==> src/rtl/pbt_pkg.sv <==
package pbt_pkg;

  typedef enum logic [1:0] {
    PBT_OFF = 2'd0,
    PBT_TX  = 2'd1,
    PBT_RX  = 2'd2
  } pbt_mode_e;

  typedef struct packed {
    logic a;
    logic b;
    logic par;
    logic err;
  } pbt_drv_t;

endpackage

==> src/rtl/pbt_mode_ctrl.sv <==
module pbt_mode_ctrl
  import pbt_pkg::*;
(
  input  logic      dir_tx,
  input  logic      out_dis,
  output pbt_mode_e mode,
  output pbt_drv_t  drv
);

  always_comb begin
    if (out_dis)     mode = PBT_OFF;
    else if (dir_tx) mode = PBT_TX;
    else             mode = PBT_RX;
  end

  always_comb begin
    drv = '0;
    unique case (mode)
      PBT_TX: begin
        drv.b   = 1'b1;
        drv.par = 1'b1;
      end
      PBT_RX: begin
        drv.a   = 1'b1;
        drv.err = 1'b1;
      end
      default: drv = '0;
    endcase
  end

endmodule

==> src/rtl/pbt_xor_tree.sv <==
module pbt_xor_tree #(
  parameter int WIDTH = 8
) (
  input  logic [WIDTH-1:0] data,
  output logic             odd
);

  localparam int LEVELS = (WIDTH > 1) ? $clog2(WIDTH) : 0;
  localparam int LEAVES = 1 << LEVELS;
  localparam int NODES  = 2 * LEAVES - 1;

  logic [LEAVES-1:0] padded;
  logic [NODES-1:0]  node;

  always_comb begin
    padded = '0;
    padded[WIDTH-1:0] = data;
  end

  genvar gj;
  generate
    for (gj = 0; gj < LEAVES; gj++) begin : g_leaf
      assign node[LEAVES-1+gj] = padded[gj];
    end
    for (gj = 0; gj < LEAVES - 1; gj++) begin : g_node
      assign node[gj] = node[2*gj+1] ^ node[2*gj+2];
    end
  endgenerate

  assign odd = node[0];

endmodule

==> src/rtl/pbt_xcvr.sv <==
module pbt_xcvr
  import pbt_pkg::*;
#(
  parameter int DATA_W = 8
) (
  input  logic              dir_tx,
  input  logic              out_dis,
  input  logic              odd_sel,
  input  logic [DATA_W-1:0] a_in,
  output logic [DATA_W-1:0] a_out,
  output logic              a_oe,
  input  logic [DATA_W-1:0] b_in,
  output logic [DATA_W-1:0] b_out,
  output logic              b_oe,
  input  logic              par_in,
  output logic              par_out,
  output logic              par_oe,
  output logic              err_out,
  output logic              err_oe
);

  pbt_mode_e mode;
  pbt_drv_t  drv;
  logic      a_odd;
  logic      b_odd;

  pbt_mode_ctrl u_ctrl (
    .dir_tx  (dir_tx),
    .out_dis (out_dis),
    .mode    (mode),
    .drv     (drv)
  );

  pbt_xor_tree #(.WIDTH(DATA_W)) u_tree_a (
    .data (a_in),
    .odd  (a_odd)
  );

  pbt_xor_tree #(.WIDTH(DATA_W)) u_tree_b (
    .data (b_in),
    .odd  (b_odd)
  );

  assign a_oe    = drv.a;
  assign b_oe    = drv.b;
  assign par_oe  = drv.par;
  assign err_oe  = drv.err;

  assign a_out   = drv.a   ? b_in : '0;
  assign b_out   = drv.b   ? a_in : '0;
  assign par_out = drv.par ? (odd_sel ^ a_odd) : 1'b0;
  assign err_out = drv.err ? ~(par_in ^ odd_sel ^ b_odd) : 1'b0;

  always_comb begin

    a_b_excl_chk: assert (!(a_oe && b_oe));

    float_all_chk: assert (!out_dis || !(a_oe || b_oe || par_oe || err_oe));

    tx_err_float_chk: assert (!(dir_tx && err_oe));

    tx_parity_chk: assert (!par_oe ||
      (par_out == (odd_sel ^ (($countones(a_in) % 2) == 1))));

    rx_check_chk: assert (!err_oe ||
      (err_out == !(par_in ^ odd_sel ^ (($countones(b_in) % 2) == 1))));

    quiet_a_chk: assert (a_oe || (a_out == '0));

    quiet_b_chk: assert (b_oe || (b_out == '0));
  end

endmodule

==> config.mk <==
export PLATFORM = sky130hd
export DESIGN_NAME = pbt_xcvr
export DESIGN_NICKNAME = d
export VERILOG_FILES = /design/src/rtl/pbt_pkg.sv /design/src/rtl/pbt_mode_ctrl.sv /design/src/rtl/pbt_xor_tree.sv /design/src/rtl/pbt_xcvr.sv
export SDC_FILE = /design/constraint.sdc
export NUM_CORES = 1
export LEC_CHECK = 0
export CORE_AREA = 4 4 41 43
export DETAILED_ROUTE_END_ITERATION = 12
export DIE_AREA = 0 0 45 47
export DONT_BUFFER_PORTS = 1
export PLACE_DENSITY = 0.45
export SLEW_MARGIN = 5
export SYNTH_ARGS = -nofsm -noshare
export SYNTH_HDL_FRONTEND = slang
export SYNTH_SLANG_ARGS = --single-unit
==> constraint.sdc <==
create_clock -name vclk -period 1.5
set_clock_uncertainty 0.2 [all_clocks]
set_input_delay 0.3 -clock vclk [all_inputs]
set_output_delay 0.3 -clock vclk [all_outputs]
set_load 0.03 [all_outputs]
# After elaboration in Yosys (flattened, before gate mapping)
# Index checks and enable logic that the tools add are counted.
word_totals:
  regBits: 0
  inputBits: 20
  out_inout_bits: 22
op_classes:
  eq_ne: 2
  mux: 8
  n_bitwise: 18
ops:
  columns: ["op", "count"]
  rows:
  - ["$xor A1 B1 Y1", 17]
  - ["$mux W8", 2]
  - ["$mux W2", 3]
  - ["$mux W1", 3]
  - ["$eq A2 B1 Y1 const B", 1]
  - ["$eq A2 B2 Y1 const B", 1]
  - ["$not A1 Y1", 1]

# Longest topological paths before layout
# Gate-level depths: netlist (run 1).
logic_depth:
  word_depth: 6
  ltp_mapped: 4

# Modules after synthesis
# From an unflattened synthesis (run 1), not the netlist that was laid out.
unflattened:
  hier_cells: 40
  hier_area_um2: 314.1
by_module_without_submodules:
  columns: ["module", "instances", "cells_each", "area_each_um2", "seq_area_each_um2"]
  rows:
  - ["pbt_xcvr", 1, 20, 143.9, 0.0]
  - ["pbt_xor_tree", 2, 7, 61.3, 0.0]
  - ["pbt_mode_ctrl", 1, 6, 47.5, 0.0]

# Worst setup path after synthesis (run 1)
# OpenSTA, ideal clock, no wires.
synth_path:
  path_kind: "in2out"
  startpoint: "input b_in[2]"
  endpoint: "output err_out"
  arrival_ns: 1.624
  t_required_ns: 1.000
  path_slack_ns: -0.624
  cell_stages: 4
  path_buffers: 0
  cell_sequence: "xnor2_1 -> xnor3_1 -> xnor2_1 -> nor3_1"
synth_via:
  elab_chain_cells: 6
synth_lines:
  columns: ["element", "line_no", "text"]
  rows:
  - ["start, declared", "pbt_xcvr.sv:12", "input logic [DATA_W-1:0] b_in,"]
  - ["$xor A1 B1 Y1 (3 in series)", "pbt_xor_tree.sv:26", "assign node[gj] = node[2*gj+1] ^ node[2*gj+2];"]
  - ["$xor A1 B1 Y1", "pbt_xcvr.sv:52", "assign err_out = drv.err ? ~(par_in ^ odd_sel ^ b_odd) : 1'b0;"]
  - ["$not A1 Y1", "pbt_xcvr.sv:52", null]
  - ["$mux W1", "pbt_xcvr.sv:52", null]
  - ["end, declared", "pbt_xcvr.sv:18", "output logic err_out,"]
# No other way between the ends.

# Worst setup path in the final report (run 1)
# Same ends and word-level chain as after synthesis.

==> results of run 1 <==
[report_power, final]
part,total (mW),switching [mW],internal [mW]
registers,0,0,0
clock network,0,0,0
logic,0.243,0.123,0.120
total,0.243,0.123,0.120
[what timing repair did]
| action | CTS | global route |
|---|---|---|
| resized for setup | 1 | 0 |
| pin swaps | 2 | 0 |
| hold endpoints to repair | 0 | 0 |
| endpoints found under the setup margin | 2 | 2 |
[area by class of cell]
class	count	area share [%]
multi-input combinational	35	71.86
timing repair buffer	13	24.04
tap	15	4.098
[layer usage]
| layer | vias to the layer above | share of wire, % | GRT usage [%] |
|---|---|---|---|
| met5 | - | 0 | 0 |
| met4 | 0 | 0 | 0 |
| met3 | 0 | 13 | 0.7663 |
| met2 | 21 | 64 | 20.06 |
| met1 | 125 | 23 | 7.289 |
| li1 | 133 | - | - |
[cell usage after synthesis, drive strengths merged]
| library cell | instances |
|---|---|
| nor2 | 1 |
| nor3 | 1 |
| and2 | 17 |
| xnor3 | 2 |
| clkbuf | 1 |
| xnor2 | 12 |
| buf | 2 |
| nor2b | 1 |
| xor2 | 1 |
[logic make-up (layout without fill, tap and decap cells)]
group / after synthesis / after routing / share of synthesized area, %
and+or+nand+nor: 20 / 20 / 40.83
xor gates and xnor gates: 15 / 15 / 52.92
buffers and inverters: 3 / 13 / 6.247
[final timing paths]
path / startpoint / to / slack (ps) / cells after the start
worst min-delay path: out_dis / err_out / 550 / 2
worst max-delay path: b_in[2] / err_out / -360 / 5
[cells in the final DEF (no fill, tap or decap)]
master | netlist | routed
buf_4 | 2 | 12
xnor2_1 | 12 | 11
and2_2 | 1 | 8
and2_1 | 16 | 8
xnor3_1 | 2 | 2
nor2b_2 | 0 | 1
nor2_4 | 0 | 1
xor2_2 | 0 | 1
xnor2_2 | 0 | 1
and2_4 | 0 | 1
nor3_4 | 0 | 1
buf_12 | 0 | 1
[through the flow]
stage / area (um2) / std cells / total power, mW / worst slack [ps]
final: 457.9 / 63 / 0.2429 / -360.6
after global routing: 457.9 / 63 / 0.2579 / -434.0
after CTS: 457.9 / 63 / 0.2473 / -375.0
after detailed placement: 450.4 / 63 / 0.2458 / -364.7
after global placement: 450.4 / 63 / 0.2392 / -317.0
after floorplan: 339.1 / 38 / 0.1941 / -283.6
==> out/metrics.yaml, run 1 <==
status:
  violations: "negative setup slack"
  outcome: "finished with violations"
worst_setup_path:
  cp_slowest_stage_delay_ps: 430
  critPathKind: "primary input to primary output"
  cp-end-kind: "primary output"
  crit_top_cell: "xnor2_1"
  crit_fanout: 2
  crit_chain: "xnor2_1 > xnor3_1 > xnor2_1 > nor3_4 > buf_12"
  cp_num_buf_inv: 1
  cp.required_ps: 1000
  path_delay_family: "XOR/XNOR gates"
  cp_slowest_cell: "xnor3_1"
  cp_data_arrival_time_ps: 1360
  start_kind: "primary input"
detailed_routing:
  num_vias: 279
  ant_nets: 0
  drc: 0
  wl_per_cell_um: 14.00
  drt_first_iter_violations: 0
  drtPass1Iterations: 1
  vias_per_cell: 4.429
  routed_wirelength_um: 882
timing:
  worst_slack_ps: -360.6
  whs_ps: 549.3
  finalSetupViolCount: 2
  hold_viol: 0
  finalCriticalPeriod_ps: 1861
  worst_slew_pin_slew_ps: 264.1
  fmax_mhz: 537.4
  rsz0062_at_grt: "true"
  slew_headroom_pct: 82.27
  fin_tns_setup_ps: -568.4
  drv_slew: 0
  period_share_pct: 124.0
logic_synthesis:
  yosysSeqAreaShare_pct: 0
  syn_area_um2: 300.3
  synthTopCellsByArea: "xnor2_1 35%, and2_1 33%, xnor3_1 15%, buf_4 5.0%, xor2_1 2.9%"
  synthesis.nets: 58
  synth_area_leader_cell: "xnor2_1"
  synth.top_cell.area_share_pct: 35.00
  syn_avg_cell_area_um2: 7.902
  ys_types: 10
  netlist_instances: 38
  ys_warn_count: 0
finish:
  utilization_pct: 35.19
  design.seq.count: 0
  fillers: 148
  seq_area_um2: 0
  num-clock-buffers: 0
  multi_input_area_um2: 329.1
  area_growth_pct: 52.50
  drive_above_1_share_pct: 56.25
  layout.nets: 70
  diodes: 0
floorplan:
  io_pins: 42
  core_um2: 1301
  fp.dieArea_um2: 2115
  row_count: 13
  initial_core_util_pct: 23.08
  fp.dieW_um: 45
  die_h_um: 47
global_route:
  overflow: 0
  grt_pass1_wl_mm: 1.345
  antenna_found_initial: 0
  grt_pass1_vias: 317
  track_usage_pct: 8.300
  grt_max_degree: 12
power_and_ir_drop:
  powerDensity_nw_per_um2: 530.4
  peakVddDrop_v: 0.0001467
  power.static_leakage_nw: 0.2047
place:
  place.gp.congestion: 0.6364
  hpwlAfterDp_um: 810.4
  port_buffers: 0
run:
  maxCapViolCount: 0
clock_tree:
  postCtsSetupBuffers: 0
  cts_hold_buf: 0
worst_hold_path:
  worstHoldPathType: "primary input to primary output"
No activity file was read; power rests on OpenSTA's default activity.
==> inputs of run 2 (changes only) <==
- ABC_AREA: default -> 1
- CORE_AREA: 4 4 41 43 -> default
- CORE_MARGIN: default -> 4
- CORE_UTILIZATION: default -> 40
- DIE_AREA: 0 0 45 47 -> default
- PLACE_DENSITY: 0.45 -> 0.64
==> run 2 against run 1 <==
- the flow still finishes with violations (negative setup slack)
- combinational power rose by 16%
- core utilization increased by 39 points
- clock-buffer cell count stayed put
- total power rose by 17%
- die area shrank 7.8%
- critical endpoint unchanged
- highest routed layer unchanged
==> out/metrics.yaml, run 2 <==
global_route:
  overflow: 0  # unchanged
  met3_usage_pct: 0.8130  # +0.047 points
  track_usage_pct: 16.68  # +8.4 points
  grt_pass1_vias: 715  # +130%
  groute.layer.met2.usage_pct: 37.21  # +17 points
  antenna_found_initial: 0  # unchanged
  grt_max_degree: 9  # -3
  met1_usage_pct: 17.14  # +9.9 points
  grt_pass1_wl_mm: 2.663  # +98%
  busiest_layer: "met2"
timing:
  rsz0062_at_grt: "true"
  finalCriticalPeriod_ps: 1529  # -331.3 ps
  whs_ps: 556.6  # +7.265 ps
  drv_slew: 0  # unchanged
  period_share_pct: 102.0  # -22 points
  fmax_mhz: 653.9  # +22%
  slew_headroom_pct: 78.27  # -4.0 points
  worst_slack_ps: -29.36  # +331.3 ps
  hold_viol: 0  # unchanged
  finalSetupViolCount: 2  # unchanged
  worst_slew_pin_slew_ps: 324.8  # +60.69 ps
floorplan:
  io_pins: 42  # unchanged
  row_count: 12  # -1
  fp.dieW_um: 44.16  # -1.9%
  fp.dieArea_um2: 1950  # -7.8%
  core_um2: 1171  # -10%
  die_h_um: 44.16  # -6.0%
  initial_core_util_pct: 44.66  # +22 points
finish:
  area_growth_pct: 65.79
  utilization_pct: 74.04  # +39 points
  seq_area_um2: 0  # unchanged
  num-clock-buffers: 0  # unchanged
  final_common_cell: "nand2_1"
  drive_above_1_share_pct: 49.68  # -6.6 points
  diodes: 0  # unchanged
  design.seq.count: 0  # unchanged
  stdcell_area_um2: 867.1  # +89%
  layout.nets: 177  # +150%
  layout_common_cells: "55 x nand2_1, 26 x buf_4, 15 x inv_2"
logic_synthesis:
  synth.top_cell.area_share_pct: 48.80  # +14 points
  ys_types: 12  # +2
  synthesis.nets: 151  # +160%
  synth_most_common_cell: "nand2_1"
  netlist_instances: 131  # +240%
  synth_area_leader_cell: "nand2_1"
  syn_avg_cell_area_um2: 3.992  # -49%
  ys_top_cells_by_count: "68 x nand2_1, 27 x nor2_1, 20 x inv_1"
  ys_warn_count: 0  # unchanged
  yosysSeqAreaShare_pct: 0  # unchanged
  synthTopCellsByArea: "nand2_1 49%, nor2_1 19%, inv_1 14%, buf_4 2.9%, inv_2 2.9%"
  syn_area_um2: 523.0  # +74%
run:
  maxCapViolCount: 0  # unchanged
detailed_routing:
  num_vias: 785  # +180%
  drt_first_iter_violations: 8  # +8
  routed_wirelength_mm: 1.631  # +85%
  drtPass1Iterations: 3  # +2
  drc: 0  # unchanged
  wl_per_cell_um: 9.651  # -31%
  ant_nets: 0  # unchanged
  vias_per_cell: 4.645  # +4.9%
worst_hold_path:
  worstHoldEndpoint: "err_out"
  hold_path_depth: 3  # +1
  hold_start: "dir_tx"
  worstHoldPathType: "primary input to primary output"
worst_setup_path:
  critPathKind: "primary input to primary output"
  crit_top_cell: "nand2_2"
  cp_data_arrival_time_ps: 1030  # -330 ps
  crit_fanout: 4  # +2
  cp_num_buf_inv: 1  # unchanged
  path_delay_family: "simple AND/OR/NAND/NOR gates"
  cp-end-kind: "primary output"
  cp_slowest_cell: "nor2_4"
  cp_slowest_stage_delay_ps: 190  # -240 ps
  crit_chain: "nor2_4 > inv_1 > nand2_1 > nand2_1 > nand2_2 > nand2_2 > nand3_2 > nand2_2 > nor2_4"
  start_kind: "primary input"
  cp.required_ps: 1000  # about the same
clock_tree:
  cts_hold_buf: 0  # unchanged
status:
  outcome: "finished with violations"
  violations: "negative setup slack"
place:
  port_buffers: 0  # unchanged
  place_area_um2: 763.2  # +69%
  place_worst_setup_slack_ps: -76.65  # +288.1 ps
  hpwlAfterDp_mm: 1.307  # +61%
  place.gp.congestion: 0.8007  # +26%
power_and_ir_drop:
  p_total_mw: 0.2831  # +17%
  power.static_leakage_nw: 0.5338  # +160%
  powerDensity_nw_per_um2: 326.5  # -38%
  peakVddDrop_v: 0.0001491  # +1.7%
run 2: cell count changes in the layout (fill, tap and decap cells not counted), moves of 10 or more:
| cell | previous run | this run |
|---|---|---|
| nor2_1 | 0 | 10 |
| nand2_2 | 0 | 11 |
| xnor2_1 | 11 | 1 |
| buf_4 | 12 | 26 |
| inv_2 | 0 | 15 |
| nand2_1 | 0 | 55 |
| nor2_2 | 0 | 12 |
run 2: area by class of cell:
| class | count | area, um2 |
|---|---|---|
| Fill cell | 101 | 304.0 |
| Inverter | 26 | 98.84 |
| Multi-Input combinational cell | 103 | 555.5 |
| Tap cell | 14 | 17.52 |
| Timing Repair Buffer | 26 | 195.2 |
run 2: cell families (layout without fill, tap and decap cells):
kind of cell	Yosys count	count (layout)	share of synthesized area, %
XOR/XNOR	2	2	3.350
buffers and inverters	28	52	21.53
AND/OR/NAND/NOR	98	98	72.25
AO/OA/AOI/OAI	3	3	2.870
run 2: report_power, final:
part | switching, mW | internal, mW | leakage [nW] | total (mW)
logic | 0.176 | 0.107 | 0.534 | 0.283
clock network | 0 | 0 | 0 | 0
registers | 0 | 0 | 0 | 0
total | 0.176 | 0.107 | 0.534 | 0.283
run 2: through the flow:
step | setup TNS (ps) | std cells
after floorplan | -477.7 | 131
after global placement | -68.80 | 169
after detailed placement | -137.5 | 169
after global routing | -175.6 | 169
after CTS | -105.0 | 169
final | -53.55 | 169
run 2: metal layers:
| metal | vias to the layer above | share of wire [%] |
|---|---|---|
| met5 | - | 0 |
| met4 | 0 | 0 |
| met3 | 0 | 8.5 |
| met2 | 24 | 56 |
| met1 | 340 | 35 |
| li1 | 421 | - |
run 2: worst max path at each step:
stage	startpoint	to	slack [ps]	cells after the start
4_1_cts	a_in[3]	par_out	-60	9
2_1_floorplan	out_dis	a_out[0]	-60	3
3_3_place_gp	b_in[4]	err_out	-40	9
6_report	b_in[4]	err_out	-30	9
3_5_place_dp	a_in[2]	par_out	-80	9
5_1_grt	b_in[2]	err_out	-110	9
run 2: tightest hold or removal path: stages:
cell and delay, ps:
nor2_4 20, nand2_2 70, nor2_4 60
run 2: what timing repair did:
action / 4_1_cts / 5_1_grt
pin swaps: 20 / 10
buffers inserted: 0 / 0
endpoints found under the setup margin: 2 / 2
resized for setup: 19 / 23
==> inputs of run 3 (changes only) <==
- CORE_MARGIN: 4 -> 5
==> run 3 against run 2 <==
- the flow still finishes with violations (negative setup slack)
- largest power group unchanged
- global-route usage decreased by 2.2 points
- wire length down 1.2%
- fmax is 1.5% higher
- critical endpoint is now par_out
- core utilization down 2.8 points
- total power grew 0.87%
- first-iteration DRC count fell by 38%
- hold slack better by 2.6 ps
- flip-flop and latch count unchanged
- sequential share of layout area is the same
- final cell count rose by 1.2%
- clock-buffer cell count did not move
==> out/metrics.yaml, run 3 (synthesis gave the netlist of run 2 again) <==
clock_tree:
  postCtsSetupBuffers: 0  # unchanged
  cts_hold_buf: 0  # unchanged
power_and_ir_drop:
  power.static_leakage_nw: 0.5374  # +0.66%
  powerDensity_nw_per_um2: 316.1  # -3.2%
  p_total_mw: 0.2856  # +0.87%
  peakVddDrop_v: 0.0001435  # -3.8%
detailed_routing:
  num_vias: 797  # +1.5%
  ant_nets: 0  # unchanged
  drc: 0  # unchanged
  routed_wirelength_mm: 1.612  # -1.2%
  drtPass1Iterations: 4  # +1
  vias_per_cell: 4.661  # +0.34%
  wl_per_cell_um: 9.427  # -2.3%
  drt_first_iter_violations: 5  # -3
worst_hold_path:
  worstHoldPathType: "primary input to primary output"
global_route:
  grt_max_degree: 9  # unchanged
  overflow: 0  # unchanged
  grt_pass1_wl_mm: 2.484  # -6.7%
  track_usage_pct: 14.48  # -2.2 points
  grt_pass1_vias: 700  # -2.1%
  antenna_found_initial: 0  # unchanged
finish:
  layout.nets: 178  # +0.56%
  num-clock-buffers: 0  # unchanged
  seq_area_um2: 0  # unchanged
  layout_common_cells: "52 x nand2_1, 27 x buf_4, 19 x inv_2"
  drive_above_1_share_pct: 53.85  # +4.2 points
  final_common_cell: "nand2_1"
  area_growth_pct: 72.73
  diodes: 0  # unchanged
  design.seq.count: 0  # unchanged
timing:
  finalSetupViolCount: 2  # unchanged
  period_share_pct: 100.4  # -1.5 points
  rsz0062_at_grt: "true"
  slew_headroom_pct: 78.84  # +0.57 points
  whs_ps: 559.2  # +2.642 ps
  worst_slack_ps: -6.712  # +22.65 ps
  hold_viol: 0  # unchanged
  fmax_mhz: 663.7  # +1.5%
  finalCriticalPeriod_ps: 1507  # -22.65 ps
  worst_slew_pin_slew_ps: 316.3  # -8.509 ps
  drv_slew: 0  # unchanged
floorplan:
  fp.dieW_um: 46.16  # +4.5%
  fp.dieArea_um2: 2131  # +9.3%
  row_count: 13  # +1
  core_um2: 1269  # +8.3%
  initial_core_util_pct: 41.22  # -3.4 points
  io_pins: 42  # unchanged
  die_h_um: 46.16  # +4.5%
place:
  port_buffers: 0  # unchanged
  hpwlAfterDp_mm: 1.311  # +0.24%
  place.gp.congestion: 0.7152  # -11%
worst_setup_path:
  cp.required_ps: 1000  # about the same
  crit_fanout: 3  # -1
  start_kind: "primary input"
  cp_data_arrival_time_ps: 1010  # -20 ps
  crit_chain: "inv_2 > nand2_1 > nand2_2 > nand2_1 > nand2_1 > nand2_2 > nand3_2 > nand2_2 > nor2_4"
  critPathKind: "primary input to primary output"
  cp_slowest_cell: "nor2_4"
  cp_num_buf_inv: 1  # unchanged
  cp-end-kind: "primary output"
  path_delay_family: "simple AND/OR/NAND/NOR gates"
  cp_slowest_stage_delay_ps: 190  # about the same
run:
  maxCapViolCount: 0  # unchanged
status:
  outcome: "finished with violations"
  violations: "negative setup slack"
run 3: worst paths after layout:
kind	start	to	slack, ps	depth (start not counted)
setup / recovery	a_in[6]	par_out	-7	9
hold / removal	dir_tx	err_out	560	3
run 3: final cells by class:
class / count / area [um2]
fillers: 115 / 365.4
inverters: 26 / 98.84
multi-input cells: 103 / 583.1
well taps: 15 / 18.77
repair buffers: 27 / 202.7
run 3: routing by layer:
metal	global-route usage, %	up-vias	share of wire [%]
met3	1.563	0	6.9
met5	0	-	0
met2	29.95	26	58
li1	-	423	-
met4	0	0	0
met1	16.14	348	35
run 3: what timing repair did:
item | in CTS | in global routing
setup endpoints to repair | 2 | 2
resized for setup | 26 | 25
pin swaps | 22 | 25
run 3: report_power, final:
| part | switching [mW] | internal, mW | total [mW] | leakage [nW] |
|---|---|---|---|---|
| registers | 0 | 0 | 0 | 0 |
| clock network | 0 | 0 | 0 | 0 |
| logic | 0.173 | 0.113 | 0.286 | 0.537 |
run 3: per-stage QoR:
stage               cells  setup TNS [ps]  worst slack [ps]  utilization (%)  area, um2
floorplan             131          -477.7            -59.72                -      565.5
global placement      171          -67.33            -35.96            60.85      772.0
detailed placement    171          -161.2            -87.22            60.85      772.0
CTS                   171          -100.9            -66.46            67.26      853.3
global route          171          -180.6            -90.64            71.20      903.4
finish                171          -8.984            -6.712            71.20      903.4
